File: src/rtl/cmd_unlock_pkg.sv
package cmd_unlock_pkg;
  localparam int NSTEPS = 3;
  typedef logic [1:0] step_t;
  localparam step_t FIRST_STEP = 2'd0;
  localparam step_t LAST_STEP  = 2'(NSTEPS - 1);
endpackage

File: src/rtl/cmd_step_match.sv
module cmd_step_match #(
  parameter int ADDR_W = 17,
  parameter int DATA_W = 8,
  parameter logic [ADDR_W-1:0] EXP_ADDR = '0,
  parameter logic [DATA_W-1:0] EXP_DATA = '0
) (
  input  logic [ADDR_W-1:0] wr_addr,
  input  logic [DATA_W-1:0] wr_data,
  output logic              hit
);
  always_comb hit = (wr_addr == EXP_ADDR) && (wr_data == EXP_DATA);
endmodule

File: src/rtl/gap_window_timer.sv
module gap_window_timer #(
  parameter int GAP_CYC = 7500
) (
  input  logic clk,
  input  logic rst,
  input  logic armed,
  input  logic accept,
  output logic expire
);
  localparam int CNT_W = (GAP_CYC > 1) ? $clog2(GAP_CYC) : 1;
  localparam logic [CNT_W-1:0] CNT_LAST = CNT_W'(GAP_CYC - 1);

  logic [CNT_W-1:0] idle_cnt;

  always_comb expire = armed && !accept && (idle_cnt == CNT_LAST);

  always_ff @(posedge clk) begin
    if (rst) begin
      idle_cnt <= '0;
    end else if (accept || !armed || expire) begin
      idle_cnt <= '0;
    end else begin
      idle_cnt <= idle_cnt + 1'b1;
    end
  end

  // the idle count never passes the window limit
  p_cnt_bound_r8: assert property (@(posedge clk) disable iff (rst)
    idle_cnt <= CNT_LAST);
  // an expiry leaves the count cleared for the next cycle
  p_expire_clears_r8: assert property (@(posedge clk) disable iff (rst)
    expire |=> idle_cnt == '0);
endmodule

File: src/rtl/unlock_seq_fsm.sv
module unlock_seq_fsm
  import cmd_unlock_pkg::*;
(
  input  logic              clk,
  input  logic              rst,
  input  logic              accept,
  input  logic [NSTEPS-1:0] hit,
  input  logic              expire,
  output step_t             step_idx,
  output logic              armed,
  output logic              reject,
  output logic              grant
);
  logic step_ok;

  always_comb begin
    step_ok = hit[step_idx];
    reject  = accept && !step_ok;
    armed   = (step_idx != FIRST_STEP);
  end

  always_ff @(posedge clk) begin
    if (rst) begin
      step_idx <= FIRST_STEP;
      grant    <= 1'b0;
    end else begin
      grant <= 1'b0;
      if (accept) begin
        if (step_ok && step_idx == LAST_STEP) begin
          step_idx <= FIRST_STEP;
          grant    <= 1'b1;
        end else if (step_ok) begin
          step_idx <= step_idx + 1'b1;
        end else begin
          step_idx <= FIRST_STEP;
        end
      end else if (expire) begin
        step_idx <= FIRST_STEP;
      end
    end
  end

  // the grant is a single-cycle pulse
  p_grant_pulse_r2: assert property (@(posedge clk) disable iff (rst)
    grant |=> !grant);
  // a grant only follows the final step
  p_grant_from_last_r2: assert property (@(posedge clk) disable iff (rst)
    grant |-> $past(step_idx) == LAST_STEP);
  // after a grant the sequencer is back at idle
  p_idle_after_grant_r3: assert property (@(posedge clk) disable iff (rst)
    grant |-> step_idx == FIRST_STEP);
  // a rejected write returns the sequencer to idle
  p_reject_idle_r4: assert property (@(posedge clk) disable iff (rst)
    reject |=> step_idx == FIRST_STEP && !grant);
  // the step index never leaves its legal range
  p_idx_range_r4: assert property (@(posedge clk) disable iff (rst)
    step_idx <= LAST_STEP);
endmodule

File: src/rtl/dummy_cycle_ctrl.sv
module dummy_cycle_ctrl (
  input  logic clk,
  input  logic rst,
  input  logic reject,
  input  logic tmr_done,
  output logic tmr_start,
  output logic dummy_busy
);
  always_ff @(posedge clk) begin
    if (rst) begin
      tmr_start  <= 1'b0;
      dummy_busy <= 1'b0;
    end else begin
      tmr_start <= reject && !dummy_busy;
      if (dummy_busy) begin
        if (tmr_done) dummy_busy <= 1'b0;
      end else if (reject) begin
        dummy_busy <= 1'b1;
      end
    end
  end

  // a timer start always comes with the busy flag
  p_start_sets_busy_r4: assert property (@(posedge clk) disable iff (rst)
    tmr_start |-> dummy_busy);
  // busy holds until the timer reports done
  p_busy_hold_r5: assert property (@(posedge clk) disable iff (rst)
    (dummy_busy && !tmr_done) |=> dummy_busy);
  // busy drops one cycle after timer done
  p_busy_clear_r5: assert property (@(posedge clk) disable iff (rst)
    (dummy_busy && tmr_done) |=> !dummy_busy);
endmodule

File: src/rtl/cmd_unlock_guard.sv
module cmd_unlock_guard
  import cmd_unlock_pkg::*;
#(
  parameter int ADDR_W  = 17,
  parameter int DATA_W  = 8,
  parameter int GAP_CYC = 7500,
  parameter logic [NSTEPS*ADDR_W-1:0] CMD_ADDRS = {17'h05555, 17'h02AAA, 17'h05555},
  parameter logic [NSTEPS*DATA_W-1:0] CMD_DATAS = {8'hA0, 8'h55, 8'hAA}
) (
  input  logic              clk,
  input  logic              rst,
  input  logic              wr_stb,
  input  logic [ADDR_W-1:0] wr_addr,
  input  logic [DATA_W-1:0] wr_data,
  input  logic              load_busy,
  input  logic              tmr_done,
  output logic              load_grant,
  output logic              tmr_start,
  output logic              dummy_busy
);
  logic [NSTEPS-1:0] step_hit;
  logic              accept;
  logic              armed;
  logic              reject;
  logic              expire;
  step_t             step_idx;

  always_comb accept = wr_stb && !load_busy && !dummy_busy;

  for (genvar i = 0; i < NSTEPS; i++) begin : g_step
    cmd_step_match #(
      .ADDR_W  (ADDR_W),
      .DATA_W  (DATA_W),
      .EXP_ADDR(CMD_ADDRS[i*ADDR_W +: ADDR_W]),
      .EXP_DATA(CMD_DATAS[i*DATA_W +: DATA_W])
    ) u_match (
      .wr_addr(wr_addr),
      .wr_data(wr_data),
      .hit    (step_hit[i])
    );
  end

  unlock_seq_fsm u_fsm (
    .clk     (clk),
    .rst     (rst),
    .accept  (accept),
    .hit     (step_hit),
    .expire  (expire),
    .step_idx(step_idx),
    .armed   (armed),
    .reject  (reject),
    .grant   (load_grant)
  );

  gap_window_timer #(.GAP_CYC(GAP_CYC)) u_gap (
    .clk   (clk),
    .rst   (rst),
    .armed (armed),
    .accept(accept),
    .expire(expire)
  );

  dummy_cycle_ctrl u_dummy (
    .clk       (clk),
    .rst       (rst),
    .reject    (reject),
    .tmr_done  (tmr_done),
    .tmr_start (tmr_start),
    .dummy_busy(dummy_busy)
  );

  // grant and timer start are mutually exclusive
  p_excl_r9: assert property (@(posedge clk) disable iff (rst)
    !(load_grant && tmr_start));
  // writes during a dummy cycle have no effect
  p_ignore_dummy_r6: assert property (@(posedge clk) disable iff (rst)
    (dummy_busy && wr_stb) |=> !tmr_start && !load_grant);
  // writes during a load session have no effect
  p_ignore_load_r7: assert property (@(posedge clk) disable iff (rst)
    load_busy |=> !tmr_start && !load_grant);
  // a silent abort never starts the timer
  p_abort_silent_r8: assert property (@(posedge clk) disable iff (rst)
    !wr_stb |=> !tmr_start && !load_grant);
endmodule

File: config.mk
export PLATFORM = sky130hd
export DESIGN_NAME = cmd_unlock_guard
export DESIGN_NICKNAME = d
export VERILOG_FILES = /design/src/rtl/cmd_unlock_pkg.sv /design/src/rtl/cmd_step_match.sv /design/src/rtl/gap_window_timer.sv /design/src/rtl/unlock_seq_fsm.sv /design/src/rtl/dummy_cycle_ctrl.sv /design/src/rtl/cmd_unlock_guard.sv
export SDC_FILE = /design/constraint.sdc
export NUM_CORES = 1
export LEC_CHECK = 0
export BUFFER_PORTS_ARGS = -buffer_cell sky130_fd_sc_hd__buf_4
export CORE_MARGIN = 2
export CORE_UTILIZATION = 43
export CTS_CLUSTER_SIZE = 16
export DETAILED_ROUTE_END_ITERATION = 8
export GPL_ROUTABILITY_DRIVEN = 0
export PLACE_DENSITY = 0.75
export SLEW_MARGIN = 20
export SYNTH_ARGS = -nofsm -noshare
export SYNTH_HDL_FRONTEND = slang
export SYNTH_SLANG_ARGS = --single-unit
File: constraint.sdc
create_clock -name clk -period 1.6 [get_ports clk]
set_clock_uncertainty 0.2 [all_clocks]
set_input_delay 0.24 -clock clk [delete_from_list [all_inputs] [get_ports clk]]
set_output_delay 0.24 -clock clk [all_outputs]
set_load 0.02 [all_outputs]
==> qor.yml <==
cts:
  cts_buffers: 3
  clk_latency_ns: 0.29
  cts_tree: "yes"
  cts_root_buf: "clkbuf_4"
  clk_path_buf_depth: 2
  htreeDepth: 1
  clock-sinks: 18
  clk_pin_slew_worst_paths_ns: 0.10
critical_path:
  startpoint: "u_gap.idle_cnt[1]"
  crit_required_ns: 1.59
  cp_max_fo: 3
  worstSetupEndpoint: "u_fsm.step_idx[1]"
  start_kind: "flop"
  r2r-start: "u_gap.idle_cnt[1]"
  path_class: "flop to flop"
  setup.worst_path.end_class: "flop"
  reg2reg_depth: 6
  arrival_ns: 1.58
  reg2reg_to: "u_fsm.step_idx[1]"
  r2r_slack_ns: 0.01
route:
  wl_mm: 2.17
  vias_per_cell: 5.16
  antenna_violating_nets_post_route: 0
  dr.pass1.iters: 4
  vias: 965
  drtIter0Drc: 8
  drc: 0
  wl_per_cell_um: 11.6
pwr:
  total_power_uw: 776
  swShare_pct: 22.2
  seqPwrFrac_pct: 58.4
  powerDensity_mw_per_mm2: 549
  p_switching_uw: 172
  peakVddDrop_mv: 0.608
  p_int_uw: 604
  leakage_nw: 0.569
  combPwrFrac_pct: 13.1
  clkPwrFrac_pct: 28.5
global_route:
  grt-ovfl-total: 0
  grt_max_degree: 13
  grt_use_total_pct: 17.8
  grt_antenna_before_repair: 0
  grt_first_pass_wirelength_mm: 3.58
  grt_pass1_vias: 955
sta:
  hold_ws_ns: 0.0815
  report.final.slew_viol_count: 0
  finalSetupTns_ns: 0
  worst_slew_pin_slew_ns: 0.282
  min_period_ns: 1.59
  maxSlewHeadroom_pct: 81.2
  hold_viol_final: 0
  timing.final.crit_share_pct: 99.2
  rsz0062_at_grt: "true"
  setup_viol: 0
  max_freq_ghz: 0.630
  layout_setup_ws_ns: 0.0129
cells_and_area:
  final_area_sq_mm: 0.00141
  diodes: 0
  finalNetCount: 194
  layout_common_cells: "48 x buf_4, 23 x nor2_1, 15 x dfxtp_1"
  n_fill_cell: 176
  layoutNonFillerInstCount: 187
  area_delta_synth_final_pct: 48.5
  drive_gt1_share_pct: 42.1
  fin_util_pct: 65.8
  final_common_cell: "buf_4"
status:
  outcome: "complete, no violations"
floorplan:
  rows: 17
  start_util_pct: 44.3
  core_sq_mm: 0.00215
  die_x_um: 51.1
  io_pins: 33
  die_area_sq_mm: 0.00261
  die_height_um: 51.1
placed_design:
  place_ws_ns: -0.0424
  dpl.cell_count: 183
  post_dp_cell_area_sq_mm: 0.00134
  dp_hpwl_mm: 1.76
  numPortBuffers: 32
yosys:
  synth_cell_types: 33
  netlist_top_cells_area: "dfxtp_1 38%, nor2_1 9.1%, xnor2_1 5.5%"
  yosysWarnings: 0
  synth.top_cell.area_share_pct: 37.8
  synth-seq-cells: 18
  syn_area_per_cell_sq_um: 8.74
  yosysSeqAreaShare_pct: 37.8
  yosys.area.top_type: "dfxtp_1"
  syn_nets: 142
  synthCells: 109
  syn_area_sq_um: 952
hold_path:
  min_path_type: "input pin to flop"
flow_run:
  drv_cap: 0
power by group through the flow:
stage	clock network, mW	registers (mW)	logic [mW]
2_1_floorplan	0	0.467	0.0237
3_3_place_gp	0	0.463	0.0959
3_5_place_dp	0	0.463	0.0995
4_1_cts	0.236	0.453	0.0998
5_1_grt	0.254	0.454	0.111
6_report	0.222	0.453	0.102
cells in the mapped netlist:
library cell and number:
nor2_1 23, nor4_2 1, nand4b_1 2, and4bb_1 1, nand3b_1 1, ha_1 3
and4_1 2, o21ai_0 1, nand2b_1 2, nand2_1 7, o2bb2ai_1 1, nand4bb_1 1
a31o_1 1, nor3b_1 3, a41o_2 1, a21oi_1 2, a22o_1 1, xnor2_1 6
a31oi_1 1, nor4_1 2, and2_0 1, inv_1 3, dfxtp_1 18, xor2_1 5
nor4b_2 1, nand3_1 3, nor4bb_1 1, and3_1 5, and4bb_2 2, nand4_1 3
buf_2 1, o21a_1 1, nor3_1 3
layout make-up:
type                       instances  area [sq um]  share of cell area, %
sequential                        18           364                   25.8
inverter                           3          11.3                  0.796
multi-input combinational         87           621                   43.9
clock buffer                       3          22.5                   1.59
tap                               28          35.0                   2.48
timing repair buffer              48           360                   25.5
what timing repair did:
item                                    in CTS  in global routing
endpoints found under the setup margin       2                 16
hold buffers                                 0                  0
resized for setup                            5                  7
pin swaps                                    3                  3
setup buffers                                0                  1
worst min-delay path by stage:
stage | start | end | depth (start not counted)
final | tmr_done | u_dummy.dummy_busy | 4
after global routing | rst | u_gap.idle_cnt[1] | 3
after CTS | tmr_done | u_dummy.dummy_busy | 4
after detailed placement | u_dummy.dummy_busy | u_dummy.dummy_busy | 2
after global placement | u_dummy.dummy_busy | u_dummy.dummy_busy | 2
after floorplan | u_gap.idle_cnt[0] | u_gap.idle_cnt[0] | 1
state kept, by name, indices dropped and copies added, names as in the netlist:
signal	cells
u_dummy.tmr_start	1
u_fsm.step_idx	2
u_dummy.dummy_busy	1
u_gap.idle_cnt	13
u_fsm.grant	1
kinds of logic after synthesis:
| group | share of synthesized area [%] |
|---|---|
| compound gates | 6.97 |
| fa+ha+maj | 3.94 |
| buf+inv | 1.71 |
| flops | 37.8 |
| xor+xnor | 10.1 |
| simple gates | 39.4 |
routing by layer:
metal,vias up,part of all wire (%),GRT usage (%)
li1,493,-,-
met1,439,40,17.7
met2,31,54,35.7
met3,2,5.3,5.85
met4,0,0.65,2.70
met5,-,0,0
critical path, cell delays in order (launching register included):
cell and delay, ns:
dfxtp_2 0.36, ha_4 0.14, and4_1 0.18, nand3_2 0.08
o21a_1 0.19, and2_0 0.16, a31o_1 0.18
Power figures use the tool's default switching activity.
